## src/rtl/prbs_mon_pkg.sv

```systemverilog
package prbs_mon_pkg;
  localparam int SEL_W     = 4;
  localparam int SEL_LSB   = 16;
  localparam int BIT_OOS   = 1;
  localparam int BIT_ERR   = 2;
  localparam int SLOT_LOG2 = 6;
  localparam logic [SLOT_LOG2-1:0] OFS_STAT = 6'h04;
  localparam logic [SLOT_LOG2-1:0] OFS_CTL3 = 6'h18;

  localparam int LEN9   = 9;
  localparam int TAP9   = 5;
  localparam int LEN23  = 23;
  localparam int TAP23  = 18;
  localparam int HIST_W = LEN23;

  typedef enum logic [1:0] {
    PAT_P9  = 2'd0,
    PAT_P23 = 2'd1,
    PAT_OFF = 2'd2
  } pat_e;

  function automatic pat_e pat_decode(input logic [SEL_W-1:0] s);
    case (s)
      4'd0:    return PAT_P9;
      4'd1:    return PAT_P23;
      default: return PAT_OFF;
    endcase
  endfunction
endpackage

```

## src/rtl/prbs_mon_lane.sv

```systemverilog
module prbs_mon_lane
  import prbs_mon_pkg::*;
#(
  parameter int DATA_W = 16
) (
  input  logic              clk_i,
  input  logic              rst_ni,
  input  logic              valid_i,
  input  pat_e              pat_i,
  input  logic [DATA_W-1:0] data_i,
  output logic              chk_o,
  output logic              miss_o
);
  localparam int EXT_W = HIST_W + DATA_W;

  logic [HIST_W-1:0] hist_q;
  logic [EXT_W-1:0]  ext;
  logic              bit_err;
  logic              stuck;

  // ext[m] is newer than ext[m+1]; taps look back into older bits
  assign ext   = {hist_q, data_i};
  assign chk_o = valid_i && (pat_i != PAT_OFF);

  always_comb begin
    bit_err = 1'b0;
    for (int m = 0; m < DATA_W; m++) begin
      if (pat_i == PAT_P23) bit_err |= ext[m] ^ ext[m+LEN23] ^ ext[m+TAP23];
      else                  bit_err |= ext[m] ^ ext[m+LEN9]  ^ ext[m+TAP9];
    end
  end

  // all-zero window satisfies the recurrence but never occurs in a real sequence
  assign stuck  = (pat_i == PAT_P23) ? (ext[LEN23-1:0] == '0) : (ext[LEN9-1:0] == '0);
  assign miss_o = bit_err | stuck;

  always_ff @(posedge clk_i or negedge rst_ni) begin
    if (!rst_ni)    hist_q <= '0;
    else if (chk_o) hist_q <= ext[HIST_W-1:0];
  end

  assert_hist_hold_R8: assert property (@(posedge clk_i) disable iff (!rst_ni)
    (!valid_i || pat_i == PAT_OFF) |=> $stable(hist_q));

  assert_stuck_miss_R10: assert property (@(posedge clk_i) disable iff (!rst_ni)
    (valid_i && pat_i == PAT_P9 && data_i[LEN9-1:0] == '0) |-> miss_o);
endmodule

```

## src/rtl/prbs_mon_lock.sv

```systemverilog
module prbs_mon_lock #(
  parameter int LOCK_HITS = 16,
  parameter int LOSS_MISS = 4
) (
  input  logic clk_i,
  input  logic rst_ni,
  input  logic chk_i,
  input  logic miss_i,
  input  logic clr_oos_i,
  input  logic clr_err_i,
  output logic oos_o,
  output logic err_o
);
  localparam int HIT_W  = $clog2(LOCK_HITS);
  localparam int MISS_W = $clog2(LOSS_MISS);
  localparam logic [HIT_W-1:0]  HIT_LAST  = HIT_W'(LOCK_HITS - 1);
  localparam logic [MISS_W-1:0] MISS_LAST = MISS_W'(LOSS_MISS - 1);

  logic              locked_q, locked_n;
  logic [HIT_W-1:0]  hit_q, hit_n;
  logic [MISS_W-1:0] miss_q, miss_n;
  logic              oos_q, oos_n, err_q, err_n;
  logic              set_oos, set_err;

  always_comb begin
    locked_n = locked_q;
    hit_n    = hit_q;
    miss_n   = miss_q;
    if (chk_i) begin
      if (locked_q) begin
        if (!miss_i) miss_n = '0;
        else if (miss_q == MISS_LAST) begin
          locked_n = 1'b0;
          miss_n   = '0;
          hit_n    = '0;
        end else miss_n = miss_q + 1'b1;
      end else begin
        if (miss_i) hit_n = '0;
        else if (hit_q == HIT_LAST) begin
          locked_n = 1'b1;
          hit_n    = '0;
          miss_n   = '0;
        end else hit_n = hit_q + 1'b1;
      end
    end
  end

  assign set_oos = chk_i && !locked_n;
  assign set_err = chk_i && miss_i && locked_n;
  assign oos_n   = set_oos | (oos_q & ~clr_oos_i);
  assign err_n   = !oos_n && (set_err | (err_q & ~clr_err_i));

  always_ff @(posedge clk_i or negedge rst_ni) begin
    if (!rst_ni) begin
      locked_q <= 1'b0;
      hit_q    <= '0;
      miss_q   <= '0;
      oos_q    <= 1'b0;
      err_q    <= 1'b0;
    end else begin
      locked_q <= locked_n;
      hit_q    <= hit_n;
      miss_q   <= miss_n;
      oos_q    <= oos_n;
      err_q    <= err_n;
    end
  end

  assign oos_o = oos_q;
  assign err_o = err_q;

  assert_lock_gain_R5: assert property (@(posedge clk_i) disable iff (!rst_ni)
    $rose(locked_q) |-> $past(hit_q) == HIT_LAST && !$past(miss_i));

  assert_lock_loss_R6: assert property (@(posedge clk_i) disable iff (!rst_ni)
    (chk_i && miss_i && locked_q && miss_q == MISS_LAST) |=> (!locked_q && oos_q));

  assert_flag_excl_R7: assert property (@(posedge clk_i) disable iff (!rst_ni)
    oos_q |-> !err_q);

  assert_set_wins_R9: assert property (@(posedge clk_i) disable iff (!rst_ni)
    (chk_i && miss_i && !locked_q) |=> oos_q);
endmodule

```

## src/rtl/prbs_mon_regs.sv

```systemverilog
module prbs_mon_regs
  import prbs_mon_pkg::*;
#(
  parameter int                NUM_CH  = 2,
  parameter int                ADDR_W  = 16,
  parameter int                REG_W   = 32,
  parameter logic [ADDR_W-1:0] CH_BASE = 16'h0400
) (
  input  logic                              clk_i,
  input  logic                              rst_ni,
  input  logic                              wr_i,
  input  logic [ADDR_W-1:0]                 addr_i,
  input  logic [REG_W-1:0]                  wdata_i,
  input  logic [NUM_CH-1:0]                 oos_i,
  input  logic [NUM_CH-1:0]                 err_i,
  output logic [NUM_CH-1:0][SEL_W-1:0]      sel_o,
  output logic [NUM_CH-1:0]                 clr_oos_o,
  output logic [NUM_CH-1:0]                 clr_err_o,
  output logic [REG_W-1:0]                  rdata_o
);
  localparam int BLK_W = ADDR_W - SLOT_LOG2;
  localparam logic [BLK_W-1:0] BASE_BLK = CH_BASE[ADDR_W-1:SLOT_LOG2];

  logic [BLK_W-1:0]          blk;
  logic [SLOT_LOG2-1:0]      ofs;
  logic [NUM_CH-1:0]         hit;
  logic [NUM_CH-1:0][SEL_W-1:0] sel_q;

  assign blk = addr_i[ADDR_W-1:SLOT_LOG2];
  assign ofs = addr_i[SLOT_LOG2-1:0];

  for (genvar c = 0; c < NUM_CH; c++) begin : g_ch
    localparam logic [BLK_W-1:0] MY_BLK = BASE_BLK + BLK_W'(c);
    logic st_wr, ctl_wr;

    assign hit[c]       = (blk == MY_BLK);
    assign st_wr        = wr_i && hit[c] && (ofs == OFS_STAT);
    assign ctl_wr       = wr_i && hit[c] && (ofs == OFS_CTL3);
    assign clr_oos_o[c] = st_wr && wdata_i[BIT_OOS];
    assign clr_err_o[c] = st_wr && wdata_i[BIT_ERR];

    always_ff @(posedge clk_i or negedge rst_ni) begin
      if (!rst_ni)     sel_q[c] <= '0;
      else if (ctl_wr) sel_q[c] <= wdata_i[SEL_LSB +: SEL_W];
    end
  end

  always_comb begin
    rdata_o = '0;
    for (int c = 0; c < NUM_CH; c++) begin
      if (hit[c] && ofs == OFS_STAT) begin
        rdata_o[BIT_OOS] = oos_i[c];
        rdata_o[BIT_ERR] = err_i[c];
      end
      if (hit[c] && ofs == OFS_CTL3) rdata_o[SEL_LSB +: SEL_W] = sel_q[c];
    end
  end

  assign sel_o = sel_q;

  assert_sel_hold_R2: assert property (@(posedge clk_i) disable iff (!rst_ni)
    !wr_i |=> $stable(sel_q));
endmodule

```

## src/rtl/prbs_mon.sv

```systemverilog
module prbs_mon
  import prbs_mon_pkg::*;
#(
  parameter int NUM_CH    = 2,
  parameter int DATA_W    = 16,
  parameter int ADDR_W    = 16,
  parameter int REG_W     = 32,
  parameter int LOCK_HITS = 16,
  parameter int LOSS_MISS = 4
) (
  input  logic                     clk_i,
  input  logic                     rst_ni,
  input  logic [NUM_CH-1:0]        smp_valid_i,
  input  logic [NUM_CH*DATA_W-1:0] smp_data_i,
  input  logic                     reg_wr_i,
  input  logic [ADDR_W-1:0]        reg_addr_i,
  input  logic [REG_W-1:0]         reg_wdata_i,
  output logic [REG_W-1:0]         reg_rdata_o
);
  logic [NUM_CH-1:0][SEL_W-1:0] sel;
  logic [NUM_CH-1:0]            clr_oos, clr_err, oos, err, chk, miss;

  prbs_mon_regs #(
    .NUM_CH (NUM_CH),
    .ADDR_W (ADDR_W),
    .REG_W  (REG_W)
  ) u_regs (
    .clk_i     (clk_i),
    .rst_ni    (rst_ni),
    .wr_i      (reg_wr_i),
    .addr_i    (reg_addr_i),
    .wdata_i   (reg_wdata_i),
    .oos_i     (oos),
    .err_i     (err),
    .sel_o     (sel),
    .clr_oos_o (clr_oos),
    .clr_err_o (clr_err),
    .rdata_o   (reg_rdata_o)
  );

  for (genvar c = 0; c < NUM_CH; c++) begin : g_ch
    pat_e pat;
    assign pat = pat_decode(sel[c]);

    prbs_mon_lane #(.DATA_W(DATA_W)) u_lane (
      .clk_i   (clk_i),
      .rst_ni  (rst_ni),
      .valid_i (smp_valid_i[c]),
      .pat_i   (pat),
      .data_i  (smp_data_i[c*DATA_W +: DATA_W]),
      .chk_o   (chk[c]),
      .miss_o  (miss[c])
    );

    prbs_mon_lock #(
      .LOCK_HITS (LOCK_HITS),
      .LOSS_MISS (LOSS_MISS)
    ) u_lock (
      .clk_i     (clk_i),
      .rst_ni    (rst_ni),
      .chk_i     (chk[c]),
      .miss_i    (miss[c]),
      .clr_oos_i (clr_oos[c]),
      .clr_err_i (clr_err[c]),
      .oos_o     (oos[c]),
      .err_o     (err[c])
    );
  end
endmodule

```

## config.mk

```make
export PLATFORM = sky130hd
export DESIGN_NAME = prbs_mon
export DESIGN_NICKNAME = d
export VERILOG_FILES = /design/src/rtl/prbs_mon_pkg.sv /design/src/rtl/prbs_mon_lane.sv /design/src/rtl/prbs_mon_lock.sv /design/src/rtl/prbs_mon_regs.sv /design/src/rtl/prbs_mon.sv
export SDC_FILE = /design/constraint.sdc
export NUM_CORES = 1
export LEC_CHECK = 0
export BUFFER_PORTS_ARGS = -buffer_cell sky130_fd_sc_hd__buf_4
export CAP_MARGIN = 20
export CORE_MARGIN = 2
export CORE_UTILIZATION = 45
export CTS_CLUSTER_DIAMETER = 40
export DETAILED_ROUTE_END_ITERATION = 12
export PLACE_DENSITY = 0.69
export SLEW_MARGIN = 40
export SYNTH_ARGS = -nofsm -noshare
export SYNTH_HDL_FRONTEND = slang
export SYNTH_SLANG_ARGS = --single-unit
```

## constraint.sdc

```tcl
create_clock -name clk_i -period 4.29 [get_ports clk_i]
set_clock_uncertainty 0.15 [all_clocks]
set_input_delay 0.6435 -clock clk_i [delete_from_list [all_inputs] [get_ports clk_i]]
set_output_delay 0.6435 -clock clk_i [all_outputs]
set_load 0.02 [all_outputs]
```

==> impl_metrics.json <==
{
  "status": "completed",
  "cts_root_buf": "clkbuf_8",
  "rr_worst_depth": 10,
  "wl_met2_um": 5712,
  "synth_cell_types": 62,
  "cts_tree": "done",
  "antenna_cells": 0,
  "start_kind": "primary input",
  "nNetsFinal": 708,
  "multi_input_area_um2": 2791,
  "seq_area_um2": 1802,
  "synth-edff-count": 0,
  "period_share": 0.6833,
  "ioPinCount": 117,
  "drive_above_1_share": 0.1683,
  "avgRoutedWirePerCell_um": 15.03,
  "die_h_um": 108.1,
  "avgSynthCellArea_um2": 8.446,
  "totalNegativeSetupSlack_ns": 0,
  "r2r_slack_ns": 1.37,
  "grt_use_total": 0.2062,
  "r2r_end": "g_ch[1].u_lock.miss_q[0]",
  "cts_setup_buffers": 0,
  "fillCellCount": 998,
  "grt_pass1_wl_um": 19370,
  "cp_data_required_time_ns": 3.50,
  "ant_nets": 0,
  "fmax_mhz": 341.1,
  "cts_hold_buffers": 0,
  "worst_pin_slew_ns": 0.6566,
  "drtIter0Drc": 203,
  "end_kind": "primary output",
  "dr.pass1.iters": 4,
  "drc": 0,
  "wl_met1_um": 4930,
  "setup_violations": 0,
  "hold_class": "primary input to asynchronous set/reset pin",
  "cts.clk_slew.worst_paths_ns": 0.08,
  "synth_area_um2": 4873,
  "placed_cells": 744,
  "grt_pass1_vias": 4106,
  "start_util": 0.4679,
  "core_um2": 10420,
  "cap_viol_max_count": 0,
  "cpLargestDelayFamily": "simple AND/OR/NAND/NOR gates",
  "crit_path_cell_trace": "buf_4 > nor4b_1 > nand3_1 > or4b_2 > nor2_1 > buf_4",
  "clk_path_buf_depth": 2,
  "p_leak_nw": 2.604,
  "grt-ovfl-total": 0,
  "rr_startpoint": "u_regs.sel_o[5]",
  "clock_latency_ns": 0.35,
  "ys_seq_area_frac": 0.3697,
  "synth-async-reset-ratio": 1.000,
  "dr_wl_met3_um": 529,
  "crit_buf_inv": 2,
  "ys_seq_elements": 72,
  "cts_sinks": 72,
  "area_growth_pct": 12.71,
  "dp_hpwl_um": 8293,
  "dieArea_um2": 11680,
  "htree_levels": 3,
  "postCtsResizedCells": 0,
  "peakVddDrop_mv": 0.1793,
  "highest_layer": "met4",
  "place.gp.congestion": 0.8624,
  "vias": 4069,
  "cellPowerDensity_nw_per_um2": 305.8,
  "portBuffers": 64,
  "cpMaxStageDelayCell": "or4b_2",
  "wl_um": 11420,
  "cts_buffers": 9,
  "post_drt_via_cell_ratio": 5.354,
  "drv_slew": 0,
  "row_count": 37,
  "die_w_um": 108.1,
  "slew_headroom": 0.5623,
  "post-route-util": 0.5273,
  "cp_common_cell": "buf_4",
  "critPathMaxStageDelay_ns": 0.65,
  "yosys_warnings": 0,
  "antenna_found_initial": 0,
  "critPathKind": "primary input to primary output",
  "final_cells": 760,
  "synthCells": 577,
  "ys.flop_type": "dfrtp_1",
  "worstPathArrival_ns": 2.14,
  "rsz0062_at_grt": "false",
  "hold_violations": 0,
  "grt_max_degree": 73,
  "period_minus_slack_ns": 2.931,
  "cp_max_fo": 3
}
## synth_stat cells (4+ instances only)
cell type	count	share of area
xor2_1	41	0.074
buf_4	26	0.040
mux2_2	8	0.018
nor4_1	11	0.014
o21ai_0	20	0.021
nor3_1	18	0.018
dfrtp_1	72	0.37
mux2i_1	10	0.021
buf_2	11	0.011
nand3_1	10	0.010
xnor2_1	39	0.070
clkbuf_1	19	0.015
inv_1	6	0.0046
ha_1	4	0.010
and3_1	12	0.015
nor2_1	19	0.015
a21oi_1	9	0.0092
o22ai_1	5	0.0064
o21ai_1	5	0.0051
nand2_1	159	0.12
nand4_1	5	0.0064
## power breakdown
group / internal [W] / switching [W]
clock: 0.000300 / 0.000258
sequential: 0.000720 / 0.0000549
combinational: 0.000157 / 0.000191
total: 0.00118 / 0.000504
## placed cells by master, fill, tap and decap left out, types with 4 or more instances in the layout
master,count
o22ai_1,5
nor4_1,11
buf_4,64
inv_1,6
xor2_1,41
dfrtp_1,72
conb_1,26
nand4_1,5
nand2_1,158
and3_1,12
nor2_1,19
o21ai_1,5
ha_1,4
nand3_1,10
xnor2_1,39
nor3_1,18
o21ai_0,20
clkbuf_8,11
mux2i_1,10
a21oi_1,9
mux2_2,8
## layout make-up
class	instances	area share
clock buffer	11	0.02756
clock inverter	5	0.009795
inverter	6	0.004100
multi-input combinational	463	0.5082
sequential	72	0.3280
tap	136	0.03098
timing repair buffer	67	0.09134
## registers in the layout, indices dropped and copies added (netlist names)
name and count:
g_ch.u_lock.miss_q 4, g_ch.u_lane.hist_q 46, u_regs.sel_o 8, g_ch.u_lock.err_o 2, g_ch.u_lock.oos_o 2, g_ch.u_lock.hit_q 8, g_ch.u_lock.locked_q 2
## metrics by stage
| step | area, um^2 | worst slack (ns) | hold slack [ns] | power (W) |
|---|---|---|---|---|
| 2_1_floorplan | 4967 | 1.505 | 0.1979 | 0.001035 |
| 3_3_place_gp | 5269 | 1.110 | 0.3117 | 0.001122 |
| 3_5_place_dp | 5288 | 1.218 | 0.3227 | 0.001133 |
| 4_1_cts | 5493 | 1.340 | 0.1734 | 0.001698 |
| 5_1_grt | 5493 | 1.199 | 0.1916 | 0.001764 |
| 6_report | 5493 | 1.359 | 0.1516 | 0.001680 |
## layer usage
| metal | global-route usage | vias to the layer above |
|---|---|---|
| met2 | 0.3576 | 120 |
| met5 | 0 | - |
| met4 | 0.07051 | 0 |
| li1 | - | 1976 |
| met3 | 0.03858 | 25 |
| met1 | 0.2581 | 1948 |
## cell families after synthesis
family	after synthesis	share of synthesized area
buffers and inverters	67	0.07779
AO/OA/AOI/OAI	72	0.1027
adder cells (fa/ha/maj)	4	0.01027
multiplexers	18	0.03903
other	1	0.0007695
XOR/XNOR	82	0.1535
AND/OR/NAND/NOR	261	0.2462
flip-flops	72	0.3697
## worst max path at each step
stage | startpoint | to | cells past startpoint
finish | reg_addr_i[11] | reg_rdata_o[1] | 6
detailed placement | smp_data_i[30] | g_ch[1].u_lock.miss_q[0] | 11
global placement | smp_data_i[30] | g_ch[1].u_lock.err_o | 9
CTS | reg_addr_i[11] | reg_rdata_o[1] | 6
global route | u_regs.sel_o[5] | g_ch[1].u_lock.miss_q[0] | 10
floorplan | reg_addr_i[11] | reg_rdata_o[1] | 4
Power figures use the tool's default switching activity.
